--- src/rtl/msr_pkg.sv ---
package msr_pkg;
  localparam int LINES = 4;
  typedef logic [LINES-1:0] line_vec_t;

  // line index == bit position in each nibble of the status byte
  localparam int IDX_CTS = 0;
  localparam int IDX_DSR = 1;
  localparam int IDX_RI  = 2;
  localparam int IDX_DCD = 3;

  // control bit positions used by loopback
  localparam int CTL_DTR  = 0;
  localparam int CTL_RTS  = 1;
  localparam int CTL_OUT1 = 2;
  localparam int CTL_OUT2 = 3;

  localparam line_vec_t LVL_RST = line_vec_t'(4'b1011);
endpackage

--- src/rtl/msr_sync.sv ---
module msr_sync #(
  parameter int STAGES = 2,
  parameter int W      = 4,
  parameter logic [W-1:0] RST_VAL = '0
) (
  input  logic         clk_i,
  input  logic         rst_ni,
  input  logic [W-1:0] d_i,
  output logic [W-1:0] q_o
);
  logic [STAGES-1:0][W-1:0] stg_q;

  for (genvar s = 0; s < STAGES; s++) begin : g_stage
    if (s == 0) begin : g_first
      always_ff @(posedge clk_i or negedge rst_ni) begin
        if (!rst_ni) stg_q[s] <= RST_VAL;
        else         stg_q[s] <= d_i;
      end
    end else begin : g_next
      always_ff @(posedge clk_i or negedge rst_ni) begin
        if (!rst_ni) stg_q[s] <= RST_VAL;
        else         stg_q[s] <= stg_q[s-1];
      end
    end
  end

  assign q_o = stg_q[STAGES-1];
endmodule

--- src/rtl/msr_track.sv ---
module msr_track
  import msr_pkg::*;
(
  input  logic      clk_i,
  input  logic      rst_ni,
  input  line_vec_t sync_i,
  input  logic      clr_i,
  output line_vec_t lvl_o,
  output line_vec_t dlt_o
);
  line_vec_t lvl_q, dlt_q, set_dlt;

  for (genvar i = 0; i < LINES; i++) begin : g_line
    if (i == IDX_RI) begin : g_trail
      // trailing edge only
      assign set_dlt[i] = lvl_q[i] & ~sync_i[i];
    end else begin : g_any
      assign set_dlt[i] = lvl_q[i] ^ sync_i[i];
    end
  end

  always_ff @(posedge clk_i or negedge rst_ni) begin
    if (!rst_ni) begin
      lvl_q <= LVL_RST;
      dlt_q <= '0;
    end else begin
      lvl_q <= sync_i;
      dlt_q <= (clr_i ? '0 : dlt_q) | set_dlt;
    end
  end

  assign lvl_o = lvl_q;
  assign dlt_o = dlt_q;
endmodule

--- src/rtl/msr_view.sv ---
module msr_view
  import msr_pkg::*;
(
  input  logic       loop_en_i,
  input  logic [3:0] mcr_i,
  input  line_vec_t  lvl_i,
  input  line_vec_t  dlt_i,
  output logic [7:0] status_o
);
  line_vec_t lb;

  always_comb begin
    lb          = '0;
    lb[IDX_CTS] = mcr_i[CTL_RTS];
    lb[IDX_DSR] = mcr_i[CTL_DTR];
    lb[IDX_RI]  = mcr_i[CTL_OUT1];
    lb[IDX_DCD] = mcr_i[CTL_OUT2];
  end

  assign status_o = loop_en_i ? {lb, 4'b0000} : {lvl_i, dlt_i};
endmodule

--- src/rtl/modem_status_reg.sv ---
module modem_status_reg
  import msr_pkg::*;
#(
  parameter int SYNC_STAGES = 2
) (
  input  logic       clk_i,
  input  logic       rst_ni,
  input  logic       cts_i,
  input  logic       dsr_i,
  input  logic       ri_i,
  input  logic       dcd_i,
  input  logic       loop_en_i,
  input  logic [3:0] mcr_i,
  input  logic       rd_en_i,
  output logic [7:0] status_o,
  output logic       any_delta_o
);
  line_vec_t raw_lvl, sync_lvl, lvl_w, dlt_w;
  logic      rd_clr;

  always_comb begin
    raw_lvl          = '0;
    raw_lvl[IDX_CTS] = cts_i;
    raw_lvl[IDX_DSR] = dsr_i;
    raw_lvl[IDX_RI]  = ri_i;
    raw_lvl[IDX_DCD] = dcd_i;
  end

  msr_sync #(.STAGES(SYNC_STAGES), .W(LINES), .RST_VAL(LVL_RST)) u_sync (
    .clk_i (clk_i),
    .rst_ni(rst_ni),
    .d_i   (raw_lvl),
    .q_o   (sync_lvl)
  );

  // loopback reads leave the flags alone
  assign rd_clr = rd_en_i & ~loop_en_i;

  msr_track u_track (
    .clk_i (clk_i),
    .rst_ni(rst_ni),
    .sync_i(sync_lvl),
    .clr_i (rd_clr),
    .lvl_o (lvl_w),
    .dlt_o (dlt_w)
  );

  msr_view u_view (
    .loop_en_i(loop_en_i),
    .mcr_i    (mcr_i),
    .lvl_i    (lvl_w),
    .dlt_i    (dlt_w),
    .status_o (status_o)
  );

  assign any_delta_o = |dlt_w;
endmodule

--- config.mk ---
export PLATFORM = sky130hd
export DESIGN_NAME = modem_status_reg
export DESIGN_NICKNAME = d
export VERILOG_FILES = /design/src/rtl/msr_pkg.sv /design/src/rtl/msr_sync.sv /design/src/rtl/msr_track.sv /design/src/rtl/msr_view.sv /design/src/rtl/modem_status_reg.sv
export SDC_FILE = /design/constraint.sdc
export NUM_CORES = 1
export LEC_CHECK = 0
export ABC_CLOCK_PERIOD_IN_PS = 2400
export BUFFER_PORTS_ARGS = -buffer_cell sky130_fd_sc_hd__buf_4
export CORE_AREA = 5 5 42 44
export DETAILED_ROUTE_END_ITERATION = 16
export DIE_AREA = 0 0 47 49
export PLACE_DENSITY_LB_ADDON = 0.2
export SLEW_MARGIN = 15
export SYNTH_ARGS = -nofsm -noshare
export SYNTH_HDL_FRONTEND = slang
export SYNTH_SLANG_ARGS = --single-unit
--- constraint.sdc ---
create_clock -name clk_i -period 2.4 [get_ports clk_i]
set_input_delay 0.48 -clock clk_i [delete_from_list [all_inputs] [get_ports clk_i]]
set_output_delay 0.48 -clock clk_i [all_outputs]
set_load 0.005 [all_outputs]
# After elaboration in Yosys (flattened, before gate mapping)
# Cells that the tools add are included.
# totals
memories	0
ramBits	0
input_bits	12
register_bits	16
latchBits	0
rom_bits	0
# op_classes
reduce_logical	1
mul	0
eq_ne	0
div_mod_pow	0
n_bitwise	8
n_mux	2
shift	0
addsub	0
order_cmp	0
# ops
cell	count
two-way mux 8 bit	1
two-way mux 4 bit	1
bitwise OR 4 bit	1
OR reduction 4 bit	1
XOR 1 bit	3
bitwise AND 1 bit	2
NOT 1 bit	2

# Depth between registers and ports, before layout
# logic_depth
depth_word	4
ltp_mapped	3
ltp_nobuf	2

# By module
# Synthesis repeated with hierarchy kept, for this count alone.
# unflattened
hier_cells	43
area_unflattened_um2	628.1
# by_module_without_submodules
mod	instances	area_per_inst_um2	cells_each
msr_track	1	270.3	20
msr_sync	1	237.7	12
msr_view	1	106.4	9
modem_status_reg	1	13.8	2

# Worst setup path before layout
# No wires, ideal clock.
# synth_path
kind	input-to-output
startpoint	in loop_en_i
endpoint	out status_o[4]
path_stages	2
setup_slack_ns	1.027
t_arrival_ns	0.893
cell_sequence	buf_6 > mux2_4
# synth_via
elab_chain_cells	1
# synth_lines
item	line	rtl
from (decl)	modem_status_reg.sv:12	input logic loop_en_i,
two-way mux 8 bit	msr_view.sv:20	assign status_o = loop_en_i ? {lb, 4'b0000} : {lvl_i, dlt_i};
to (decl)	modem_status_reg.sv:15	output logic [7:0] status_o,
# Every way passes these cells.

# Worst setup path in the final report
# layout_path
startpoint	in loop_en_i
endpoint	out status_o[7]
# Same word-level chain as after synthesis.

==> impl_metrics.ini <==
[floorplanning]
core_um2 = 1400
die_h_um = 49
start_util_pct = 40.9
io_pins = 21
dieArea_um2 = 2300
die_w_um = 47
rows = 14

[timing]
hold_viol_final = 0
setup_ws_ns = 0.845
tightest_slew_ns = 0.191
fin_crit_sh_pct = 64.8
max_freq_mhz = 643
fin_crit_ns = 1.56
tns_ns = 0
relSlewSlack_pct = 87.3
rsz0062_at_grt = false
skew_ns = 0.00240
finalMaxSlewViolations = 0
setup-violations-final = 0

[pwr]
p_int_w = 0.000424
clkPwrFrac_pct = 31.6
p_leak_nw = 0.373
ir_drop_v = 0.000434
switching_share_pct = 20.5
seqPwrFrac_pct = 56.2
p_per_area_nw_per_um2 = 693
pwr-share-comb_pct = 12.2
p_switching_w = 0.000109

[clock_network]
cts_root_buffer = clkbuf_4
cts-buffers-inserted = 3
htreeDepth = 1
cts_max_path_buffers = 2
path_clk_slew_ns = 0.09
cts_resized = 0
post_cts_buffers = 0
ctsHoldBuffers = 0
clkSinkCount = 16
cts_tree = yes
clk-insertion-delay-late_ns = 0.27

[synth]
synth_seq_area_share_pct = 71.8
syn-instance-count = 40
syn_area_per_cell_um2 = 14.3
yosys_register_bits = 16
ys.warnings.count = 0
netlist_area_um2 = 573
syn-num-nets = 52
synth_cell_types = 12

[layout]
multi_input_comb_area_um2 = 131
fill_cells = 133
seqCellArea_um2 = 412
diodes = 0
stdcell_count = 79
syn2layout_area_growth_pct = 34.1
post-route-cell-area_um2 = 768
drive_gt1_share_pct = 58.7
postLayoutCoreUtil_pct = 54.8
layout.nets = 76

[worst_setup_path]
reg2reg_slack_ns = 1.53
endpoint_kind = output port
critical_path.top_delay_family = multiplexers
cp_max_fo = 10
crit_type = input port to output port
reg2reg_depth = 2
critPathArrivalTime_ns = 1.08
worst_path_largest_cell_delay_ns = 0.31
crit-reg2reg-launch = u_sync.q_o[0]
cp.required_ns = 1.92
cp_slowest_cell = mux2_4
worstSetupStartpointType = input port
r2r_end = u_track.dlt_o[0]
cp_cell_sequence = buf_4 > mux2_4 > buf_4
critPathMostFrequentCell = buf_4
path_buf_inv = 2

[route]
num_vias = 354
wl_um = 870
routed_via_density = 4.48
first_pass_iters = 2
drt-wirelength-per-cell_um = 11.0
detail-route-antenna-nets = 0
drtIter0Drc = 1
drc = 0

[placed_design]
io_buffer_count = 20
dp_worst_setup_slack_ns = 0.839
dp.cells = 75
post_dp_cell_area_um2 = 732
routabilityCongestion = 0.702

[global_route]
grt_overflow = 0
grt_pass1_vias = 379
track_usage_pct = 9.72
antenna_found_initial = 0
grt_pass1_wl_mm = 1.51
grt_max_degree = 17

[flow_run]
maxCapViolCount = 0

[worst_hold_path]
hold_class = input port to async pin

[status]
outcome = finished, final reports clean
==> how the worst max path moves through the flow <==
| stage | from | end | slack, ns | cells past startpoint |
|---|---|---|---|---|
| 6_report | loop_en_i | status_o[7] | 0.84 | 3 |
| 5_1_grt | u_track.lvl_o[1] | status_o[5] | 0.80 | 2 |
| 3_3_place_gp | loop_en_i | status_o[5] | 0.84 | 3 |
| 4_1_cts | loop_en_i | status_o[5] | 0.84 | 3 |
| 2_1_floorplan | loop_en_i | status_o[4] | 1.03 | 2 |
| 3_5_place_dp | loop_en_i | status_o[5] | 0.84 | 3 |
==> placed cells by master, fill, tap and decap left out <==
cell type and instances:
buf_4 20, xnor2_1 3, dfstp_2 9, o21ai_0 4, nor2b_2 1, o22ai_1 1
nor2_1 4, dfrtp_1 7, mux2_4 3, inv_1 5, clkbuf_4 3, nand2_1 1
clkbuf_8 1, nand4_1 1
==> through the flow <==
step	total power, W	hold WS (ns)
after global placement	0.000369	0.332
after floorplan	0.000332	0.184
final	0.000533	0.0395
after detailed placement	0.000371	0.342
after global routing	0.000570	0.0193
after CTS	0.000544	0.0280
==> worst reg2reg max path: cells and delay by family, from the launching register on <==
family,cells,cell delay [ns]
DFF,1,0.55
xor gates and xnor gates,1,0.10
AOI/OAI and AO/OA,1,0.11
==> cell usage after synthesis <==
| cell type | instances | area, µm² |
|---|---|---|
| dfstp_2 | 9 | 236 |
| dfrtp_1 | 7 | 175 |
| inv_1 | 5 | 18.8 |
| nor2_1 | 4 | 15.0 |
| o21ai_0 | 4 | 20.0 |
| mux2_4 | 3 | 45.0 |
| xnor2_1 | 3 | 26.3 |
| buf_6 | 1 | 11.3 |
| nand2_1 | 1 | 3.75 |
| nand4_1 | 1 | 6.26 |
| nor2b_2 | 1 | 8.76 |
| o22ai_1 | 1 | 6.26 |
==> flip-flops by register name, summed over array words and instances (netlist names) <==
| name | count |
|---|---|
| u_sync.q_o | 4 |
| u_sync.stg_q | 4 |
| u_track.dlt_o | 4 |
| u_track.lvl_o | 4 |
==> power groups by stage <==
stage / Combinational, W / Clock (W) / Sequential [W]
after detailed placement: 0.0000666 / 0 / 0.000305
final: 0.0000649 / 0.000168 / 0.000300
after floorplan: 0.0000295 / 0 / 0.000303
after global placement: 0.0000657 / 0 / 0.000303
after global routing: 0.0000738 / 0.000194 / 0.000302
after CTS: 0.0000669 / 0.000177 / 0.000300
==> per-layer routing <==
metal / up-vias / share of wire, % / GRT usage [%]
met4: 0 / 0 / 6.91
li1: 172 / - / -
met2: 16 / 47 / 12.9
met3: 0 / 11 / 5.90
met5: - / 0 / 0
met1: 166 / 42 / 11.1
==> kinds of logic (layout without fill, tap and decap cells) <==
| family | after synthesis | count (layout) | synth area share (%) |
|---|---|---|---|
| flip-flops | 16 | 16 | 71.8 |
| multiplexers | 3 | 3 | 7.86 |
| buffers and inverters | 6 | 29 | 5.24 |
| AO/OA/AOI/OAI | 5 | 5 | 4.59 |
| XOR/XNOR | 3 | 3 | 4.59 |
| AND/OR/NAND/NOR | 7 | 7 | 5.89 |
==> cell type report <==
class | count | share of cell area [%]
well taps | 16 | 2.61
clock buffers | 4 | 4.72
repair buffers | 20 | 19.5
multi-input cells | 18 | 17.1
inverters | 5 | 2.44
flip-flops and latches | 16 | 53.6
No activity file was read; power rests on OpenSTA's default activity.
